[config.mk]
export PLATFORM = sky130hd
export DESIGN_NAME = lpm_sequencer
export DESIGN_NICKNAME = d
export VERILOG_FILES = /design/src/rtl/lpm_pkg.sv /design/src/rtl/lpm_wake_qual.sv /design/src/rtl/lpm_restart_timer.sv /design/src/rtl/lpm_clock_decode.sv /design/src/rtl/lpm_sequencer.sv
export SDC_FILE = /design/constraint.sdc
export NUM_CORES = 1
export LEC_CHECK = 0
export BUFFER_PORTS_ARGS = -buffer_cell sky130_fd_sc_hd__buf_2
export CAP_MARGIN = 20
export CORE_UTILIZATION = 45
export DETAILED_ROUTE_END_ITERATION = 10
export PLACE_DENSITY = 0.83
export SLEW_MARGIN = 20
export SYNTH_ARGS = -nofsm -noshare
export SYNTH_HDL_FRONTEND = slang
export SYNTH_SLANG_ARGS = --single-unit
[constraint.sdc]
create_clock -name clk -period 3.85 [get_ports clk]
set_input_delay 0.77 -clock clk [delete_from_list [all_inputs] [get_ports clk]]
set_output_delay 0.77 -clock clk [all_outputs]
set_load 0.005 [all_outputs]
[src/rtl/lpm_pkg.sv]
package lpm_pkg;

    typedef enum logic [1:0] {
        PM_RUN     = 2'd0,
        PM_WAIT    = 2'd1,
        PM_STOP    = 2'd2,
        PM_RESTART = 2'd3
    } pm_state_e;

    typedef struct packed {
        logic osc;
        logic cpu;
        logic tmr;
        logic adc;
        logic spi;
        logic sci_tx;
        logic sci_rx;
    } clk_en_s;

    typedef struct packed {
        logic adc;
        logic spi;
        logic sci_tx;
        logic sci_rx;
    } periph_cfg_s;

    localparam clk_en_s CLK_ALL_ON  = '{default: 1'b1};
    localparam clk_en_s CLK_ALL_OFF = '{default: 1'b0};

    // timer may be parked only when nothing can need it
    function automatic logic timer_parked(input logic imask, input logic wdog_off);
        return imask & wdog_off;
    endfunction

    function automatic int unsigned max_u(input int unsigned a, input int unsigned b);
        return (a > b) ? a : b;
    endfunction

endpackage

[src/rtl/lpm_wake_qual.sv]
module lpm_wake_qual #(
    parameter int NUM_INT = 4
) (
    input  logic               irq_n,
    input  logic               xirq_n,
    input  logic               irq_edge_pend,
    input  logic [NUM_INT-1:0] int_req,
    input  logic               imask,
    output logic               wait_exit,
    output logic               stop_exit
);
    logic maskable_any;
    logic internal_any;

    generate
        if (NUM_INT > 0) begin : g_int
            assign internal_any = |int_req;
        end else begin : g_noint
            assign internal_any = 1'b0;
        end
    endgenerate

    assign maskable_any = ~irq_n | irq_edge_pend | internal_any;

    always_comb begin
        wait_exit = ~xirq_n | (maskable_any & ~imask);
        stop_exit = ~irq_n | ~xirq_n | irq_edge_pend;
    end
endmodule

[src/rtl/lpm_restart_timer.sv]
module lpm_restart_timer #(
    parameter int unsigned LONG_DLY  = 4064,
    parameter int unsigned SHORT_DLY = 4
) (
    input  logic clk,
    input  logic rst,
    input  logic load,
    input  logic short_sel,
    output logic done
);
    import lpm_pkg::*;

    localparam int unsigned MAX_DLY = max_u(LONG_DLY, SHORT_DLY);
    localparam int CNT_W = (MAX_DLY < 2) ? 1 : $clog2(MAX_DLY);
    localparam logic [CNT_W-1:0] LONG_RELOAD  = CNT_W'(LONG_DLY - 1);
    localparam logic [CNT_W-1:0] SHORT_RELOAD = CNT_W'(SHORT_DLY - 1);

    logic [CNT_W-1:0] cnt_q;

    always_ff @(posedge clk) begin
        if (rst) begin
            cnt_q <= '0;
        end else if (load) begin
            cnt_q <= short_sel ? SHORT_RELOAD : LONG_RELOAD;
        end else if (cnt_q != '0) begin
            cnt_q <= cnt_q - 1'b1;
        end
    end

    assign done = (cnt_q == '0);
endmodule

[src/rtl/lpm_clock_decode.sv]
module lpm_clock_decode
    import lpm_pkg::*;
(
    input  pm_state_e   state,
    input  logic        imask,
    input  logic        wdog_off,
    input  periph_cfg_s cfg,
    output clk_en_s     en,
    output logic        bus_rd
);
    always_comb begin
        en     = CLK_ALL_OFF;
        bus_rd = 1'b0;
        unique case (state)
            PM_RUN: begin
                en = CLK_ALL_ON;
            end
            PM_WAIT: begin
                en.osc    = 1'b1;
                en.cpu    = 1'b0;
                en.tmr    = ~timer_parked(imask, wdog_off);
                en.adc    = cfg.adc;
                en.spi    = cfg.spi;
                en.sci_tx = cfg.sci_tx;
                en.sci_rx = cfg.sci_rx;
                bus_rd    = 1'b1;
            end
            PM_RESTART: begin
                en.osc = 1'b1;
            end
            default: begin
                en = CLK_ALL_OFF;
            end
        endcase
    end
endmodule

[src/rtl/lpm_sequencer.sv]
module lpm_sequencer #(
    parameter int          NUM_INT   = 4,
    parameter int          ADDR_W    = 16,
    parameter int unsigned LONG_DLY  = 4064,
    parameter int unsigned SHORT_DLY = 4
) (
    input  logic               clk,
    input  logic               rst,
    input  logic               wait_req,
    input  logic               stop_req,
    input  logic               ccr_imask,
    input  logic               ccr_sdis,
    input  logic               wdog_off,
    input  logic               adc_pwr_en,
    input  logic               spi_en,
    input  logic               sci_tx_en,
    input  logic               sci_rx_en,
    input  logic               irq_n,
    input  logic               xirq_n,
    input  logic               irq_edge_pend,
    input  logic [NUM_INT-1:0] int_req,
    input  logic               fast_restart,
    input  logic [ADDR_W-1:0]  stack_addr,
    output logic               osc_en,
    output logic               cpu_clk_en,
    output logic               tmr_clk_en,
    output logic               adc_clk_en,
    output logic               spi_clk_en,
    output logic               sci_tx_clk_en,
    output logic               sci_rx_clk_en,
    output logic               wake,
    output logic               bus_rd,
    output logic [ADDR_W-1:0]  bus_addr
);
    import lpm_pkg::*;

    pm_state_e   state_q, state_d;
    logic        wake_q, wake_d;
    logic        wait_exit, stop_exit;
    logic        restart_load, restart_done;
    logic        stop_ok;
    periph_cfg_s cfg;
    clk_en_s     en;

    lpm_wake_qual #(.NUM_INT(NUM_INT)) u_qual (
        .irq_n         (irq_n),
        .xirq_n        (xirq_n),
        .irq_edge_pend (irq_edge_pend),
        .int_req       (int_req),
        .imask         (ccr_imask),
        .wait_exit     (wait_exit),
        .stop_exit     (stop_exit)
    );

    lpm_restart_timer #(.LONG_DLY(LONG_DLY), .SHORT_DLY(SHORT_DLY)) u_timer (
        .clk       (clk),
        .rst       (rst),
        .load      (restart_load),
        .short_sel (fast_restart),
        .done      (restart_done)
    );

    assign stop_ok      = stop_req & ~ccr_sdis;
    assign restart_load = (state_q == PM_STOP) & stop_exit;

    always_comb begin
        state_d = state_q;
        wake_d  = 1'b0;
        unique case (state_q)
            PM_RUN: begin
                if (stop_ok)       state_d = PM_STOP;
                else if (wait_req) state_d = PM_WAIT;
            end
            PM_WAIT: begin
                if (wait_exit) begin
                    state_d = PM_RUN;
                    wake_d  = 1'b1;
                end
            end
            PM_STOP: begin
                if (stop_exit) state_d = PM_RESTART;
            end
            PM_RESTART: begin
                if (restart_done) begin
                    state_d = PM_RUN;
                    wake_d  = 1'b1;
                end
            end
            default: state_d = PM_RUN;
        endcase
    end

    always_ff @(posedge clk) begin
        if (rst) begin
            state_q <= PM_RUN;
            wake_q  <= 1'b0;
        end else begin
            state_q <= state_d;
            wake_q  <= wake_d;
        end
    end

    assign cfg = '{adc: adc_pwr_en, spi: spi_en, sci_tx: sci_tx_en, sci_rx: sci_rx_en};

    lpm_clock_decode u_dec (
        .state    (state_q),
        .imask    (ccr_imask),
        .wdog_off (wdog_off),
        .cfg      (cfg),
        .en       (en),
        .bus_rd   (bus_rd)
    );

    assign osc_en        = en.osc;
    assign cpu_clk_en    = en.cpu;
    assign tmr_clk_en    = en.tmr;
    assign adc_clk_en    = en.adc;
    assign spi_clk_en    = en.spi;
    assign sci_tx_clk_en = en.sci_tx;
    assign sci_rx_clk_en = en.sci_rx;
    assign wake          = wake_q;
    assign bus_addr      = bus_rd ? stack_addr : '0;
endmodule

==> results of run 1 <==
## routing by layer
metal	track usage [%]	up-vias	wire length, um
met5	0	-	0
met4	11.8	0	82
met3	3.77	11	163
met2	40.7	52	1400
met1	24.0	501	1020
li1	-	545	-
## worst max-delay path, stage by stage, from the launching register on
cell	delay [ns]
dfxtp_1	0.51
nor2b_1	0.71
and2_1	0.23
buf_2	0.11
## power by group
group	internal, mW	leakage (nW)	switching, mW
combinational	0.197	0.500	0.240
clock	0.0387	0.0177	0.0570
sequential	0.207	0.124	0.0520
## kinds of logic after synthesis
| kind of cell | synth area share (%) |
|---|---|
| simple gates | 29.1 |
| compound gates | 21.6 |
| fa+ha+maj | 2.56 |
| xor+xnor | 8.96 |
| buf+inv | 7.04 |
| flops | 30.7 |
## per-stage QoR
stage / utilization (%) / cells / hold slack [ns] / setup WS [ns] / instance area [um^2]
after floorplan: - / 126 / 0.525 / 1.76 / 977
after global placement: 63.5 / 205 / 0.551 / 1.65 / 1270
after detailed placement: 63.5 / 205 / 0.559 / 1.56 / 1270
after CTS: 64.9 / 209 / 0.572 / 1.23 / 1300
after global routing: 64.9 / 209 / 0.631 / 1.06 / 1300
final: 64.9 / 209 / 0.565 / 1.22 / 1300
## state kept, by name (all words and copies together), names as in the netlist
register and cells:
state_q 2, u_timer.cnt_q 12, wake 1
## area by class of cell
type                       count  area share [%]
sequential                    15            23.1
inverter                       9            2.60
tap                           27            2.60
clock buffer                   3            1.73
multi-input combinational     95            46.8
clock inverter                 1           0.385
timing repair buffer          59            22.7
## worst max-delay path by stage
stage / startpoint / endpoint / cells past startpoint
finish: state_q[0] / bus_addr[12] / 3
global route: state_q[0] / bus_addr[12] / 3
detailed placement: state_q[0] / bus_addr[12] / 3
global placement: state_q[0] / bus_addr[9] / 3
CTS: state_q[0] / bus_addr[12] / 3
floorplan: u_timer.cnt_q[5] / wake / 6
## layout by cell type (no fill, tap or decap), types with 2 or more instances in the layout
cell and instances:
a21oi_1 12, a31oi_1 4, and2_1 16, buf_2 59
clkbuf_4 3, dfxtp_1 15, ha_1 2, inv_1 8
nand2_1 5, nand3_1 2, nor2_1 11, nor2b_1 4
nor3_1 2, nor4_1 3, o21ai_1 5, o31ai_1 3
or3_1 2, xnor2_1 5, xor2_1 5
==> qor.csv, run 1 <==
stage,metric,value,unit
outcome,status,completed,
logic_synthesis,syn_nets,163,
place,globalplace.congestion,0.778,
sta,setup_viol,0,
worst_setup_path,worstSetupEndpointType,output pin,
logic_synthesis,ys_ff_latch,15,
sta,rsz0062_at_grt,no,
worst_setup_path,crit_fanout,18,
place,numPortBuffers,59,
logic_synthesis,async_reset_ff_share,0,%
routing,routedWlPerCell,12.8,um
logic_synthesis,synth.avg_cell_area,7.76,um^2
routing,first_pass_iters,5,
clocking,post-cts-setup-buffers,0,
final_layout,n_antenna_cell,0,
final_layout,multi_input_area,608,um^2
sta,finClkSkew,0.00334,ns
worst_setup_path,rr_endpoint,wake,
final_layout,drive_above_1_share,35.7,%
global_routing,antenna_found_initial,0,
place,dp_hpwl,2.16,mm
routing,drtIter0Drc,23,
worst_setup_path,worst-setup-path-type,reg2out,
clocking,worstSkewPairLatency,0.29,ns
floorplanning,io_pins,60,
clocking,cts_hold_buf,0,
logic_synthesis,synth.area.top_cells,"dfxtp_1 31%, and2_1 10%, a21oi_1 6.1%",
power,irDropWorstVdd,0.310,mV
global_routing,overflow,0,
logic_synthesis,ys_top_cells_by_count,"16 x and2_1, 15 x dfxtp_1, 12 x a21oi_1",
final_layout,syn2layout_area_growth,32.9,%
routing,drc,0,
clocking,clkTransAtPathRegs,0.10,ns
sta,hold_viol,0,
global_routing,grt_pass1_wl,4.13,mm
sta,period_needed,2.63,ns
final_layout,nets,220,
hold_path,holdPathStages,2,
routing,vias_per_cell,5.31,
logic_synthesis,synth_most_common_cell,and2_1,
routing,ant_nets,0,
clocking,h-tree-depth,1,
logic_synthesis,synth_top_area_share,30.7,%
clocking,cts_resized,0,
logic_synthesis,synth.largest_area_cell,dfxtp_1,
sta,relSlewSlack,45.0,%
floorplanning,die_h,48.6,um
global_routing,grt_pass1_vias,1013,
sta,min_period_over_period,68.4,%
worst_setup_path,start_kind,flip-flop,
floorplanning,initial_core_util,48.8,%
routing,dr_total_vias,1109,
worst_setup_path,reg2reg_depth,4,
sta,fmax,380,MHz
floorplanning,die-area,2360,um^2
logic_synthesis,synth_edf_count,0,
clocking,cts_buffers,3,
worst_setup_path,critical_path_required,3.08,ns
final_layout,fillers,168,
power,powerDensity,610,nW/um^2
power,p_leak,0.642,nW
hold_path,hp-start,u_timer.cnt_q[1],
hold_path,hold_path_class,reg2reg,
logic_synthesis,synth_flop_cell,dfxtp_1,
global_routing,grt_max_degree,19,
logic_synthesis,synth_area,977,um^2
hold_path,min_to,u_timer.cnt_q[1],
final_layout,final-seq-area,300,um^2
power,total_power,792,uW
job,maxCapViolCount,0,
worst_setup_path,r2r_slack,1.58,ns
worst_setup_path,crit_arrival,1.86,ns
sta,totalNegativeSetupSlack,0,ns
worst_setup_path,r2r-start,u_timer.cnt_q[5],
floorplanning,core-area,2000,um^2
clocking,cts_tree,yes,
global_routing,grt_usage,22.2,%
sta,drv_slew,0,
logic_synthesis,synth_warnings,0,
floorplanning,fp.dieW,48.6,um
logic_synthesis,syn-instance-count,126,
clocking,cts_root_buffer,clkbuf_4,
routing,wl,2.67,mm
floorplanning,rows,16,
sta,worst_slew_pin_slew,0.823,ns
logic_synthesis,ys_types,36,
clocking,cts_sinks,15,
logic_synthesis,seq_area_frac_synth,30.7,%
clocking,clockBufferDepth,2,
Note: power is estimated with default switching activity, not from simulation.
==> run 2: changes to the inputs <==
- CORE_UTILIZATION: 45 -> 38
- PLACE_DENSITY: 0.83 -> 0.75
- clock period: 3.85 -> 2.3 ns (I/O delays scaled with it)
==> run 2 against run 1 <==
Net effect:
- die area rose by 18%
- largest power group unchanged
- utilization decreased by 11 points
- global-route usage is 1.9 points lower
- setup slack worse by 1.1 ns
- hold slack got worse by 0.10 ns
- final area rose by 1.3%
- via count down 2.8%
- first-iteration DRC count up 70%
- sequential cell count is the same
==> qor.csv, run 2 (same netlist as run 1, synthesis figures left out) <==
stage,metric,value,unit
outcome,status,completed,
final_layout,syn2layout_area_growth,34.7,%
floorplanning,rows,18,
clocking,cts_buffers,3,
clocking,clockBufferDepth,2,
power,p_leak,0.649,nW
power,total_power,1.33,mW
final_layout,top_register,u_timer.cnt_q,
sta,hold_viol,0,
final_layout,final_common_cell,buf_2,
sta,min_period_over_period,94.7,%
sta,setup_viol,0,
final_layout,nets,222,
worst_setup_path,critPathTopFamily,simple AND/OR/NAND/NOR gates,
power,powerDensity,1010,nW/um^2
floorplanning,io_pins,60,
routing,first_pass_iters,4,
place,pre_cts_slack,0.149,ns
sta,worst_slew_pin_slew,0.579,ns
global_routing,grt_max_degree,19,
routing,drtIter0Drc,39,
clocking,post-cts-setup-buffers,0,
hold_path,hold_path_class,in2reg,
floorplanning,initial_core_util,39.8,%
clocking,worstSkewPairLatency,0.28,ns
final_layout,n_antenna_cell,0,
routing,vias_per_cell,5.04,
clocking,h-tree-depth,1,
place,dp_hpwl,2.18,mm
global_routing,grt_pass1_vias,950,
worst_setup_path,crit_fanout,9,
power,irDropWorstVdd,0.644,mV
worst_setup_path,worst_path_largest_cell_delay,0.58,ns
sta,totalNegativeSetupSlack,0,ns
final_layout,fillers,225,
sta,fmax,459,MHz
floorplanning,die-area,2780,um^2
final_layout,multi_input_area,608,um^2
routing,dr_total_vias,1078,
final_layout,layout_common_cells,"59 x buf_2, 16 x and2_1, 15 x dfxtp_1",
sta,drv_slew,0,
clocking,cts_resized,0,
global_routing,grt-busiest-layer,met2,
routing,drc,0,
worst_setup_path,start_kind,flip-flop,
global_routing,gr-usage-met3,5.51,%
global_routing,overflow,0,
sta,period_needed,2.18,ns
clocking,cts_sinks,15,
final_layout,final-seq-area,300,um^2
sta,relSlewSlack,60.9,%
sta,fin_ws,0.123,ns
place,globalplace.congestion,0.807,
place,placed_cell_area,1290,um^2
global_routing,grt_usage,20.3,%
worst_setup_path,crit_chain,"or4_1, or3_1, or2_1, a2111oi_4",
sta,holdWs,0.462,ns
worst_setup_path,crit_arrival,2.36,ns
clocking,cts_hold_buf,0,
clocking,cts_root_buffer,clkbuf_4,
worst_setup_path,crit_buf_inv,0,
sta,rsz0062_at_grt,no,
floorplanning,fp.dieW,52.7,um
global_routing,antenna_found_initial,0,
floorplanning,core-area,2450,um^2
place,numPortBuffers,59,
final_layout,fin_area,1320,um^2
global_routing,grt_use_met1,26.5,%
job,maxCapViolCount,0,
clocking,cts_tree,yes,
routing,routedWlPerCell,12.7,um
routing,wl,2.71,mm
sta,finClkSkew,0.00843,ns
worst_setup_path,worstSetupEndpointType,flip-flop,
floorplanning,die_h,52.7,um
global_routing,use_met2,33.8,%
worst_setup_path,worst-setup-path-type,reg2reg,
final_layout,drive_above_1_share,35.9,%
routing,ant_nets,0,
global_routing,grt_pass1_wl,4.19,mm
worst_setup_path,critical_path_required,2.49,ns
worst_setup_path,crit_slowest_cell,or4_1,
final_layout,largest_reg_flops,12,
clocking,clkTransAtPathRegs,0.09,ns
==> run 2: changes by cell type in the layout (fill, tap and decap cells not counted) <==
cell	change
clkbuf_1	+1
clkinv_2	-1
buf_4	+2
==> run 2: where the power goes <==
part	switching (mW)	internal (mW)	leakage [nW]
sequential	0.0873	0.347	0.124
clock	0.0796	0.0672	0.0150
combinational	0.399	0.354	0.510
==> run 2: worst paths after layout <==
path | start | to | slack [ns] | cells past startpoint
max | u_timer.cnt_q[5] | wake | 0.12 | 4
min | ccr_sdis | state_q[1] | 0.46 | 4
max reg2reg | u_timer.cnt_q[5] | wake | 0.12 | 4
min reg2reg | u_timer.cnt_q[10] | u_timer.cnt_q[10] | 0.57 | 2
==> run 2: stage by stage <==
step           instances  util [%]
2_1_floorplan        126         -
3_3_place_gp         210      52.5
3_5_place_dp         210      52.5
4_1_cts              214      53.6
5_1_grt              214      53.6
6_report             214      53.6
==> run 2: metal layers <==
layer	routed length (um)	vias to the layer above
met4	16	0
met1	1240	495
met3	113	2
met2	1340	32
met5	0	-
li1	-	549
==> run 2: layout make-up <==
| cell class | count | share of cell area, % |
|---|---|---|
| Timing Repair Buffer | 61 | 23.6 |
| Inverter | 9 | 2.57 |
| Sequential cell | 15 | 22.8 |
| Tap cell | 30 | 2.85 |
| Multi-Input combinational cell | 95 | 46.2 |
| Clock buffer | 4 | 2.00 |
==> run 2: worst reg2reg max path: cells and delay by family, from the launching register on <==
kind | cells | cell delay [ns]
AND/OR/NAND/NOR | 3 | 1.34
flip-flops | 1 | 0.36
AO/OA/AOI/OAI | 1 | 0.40
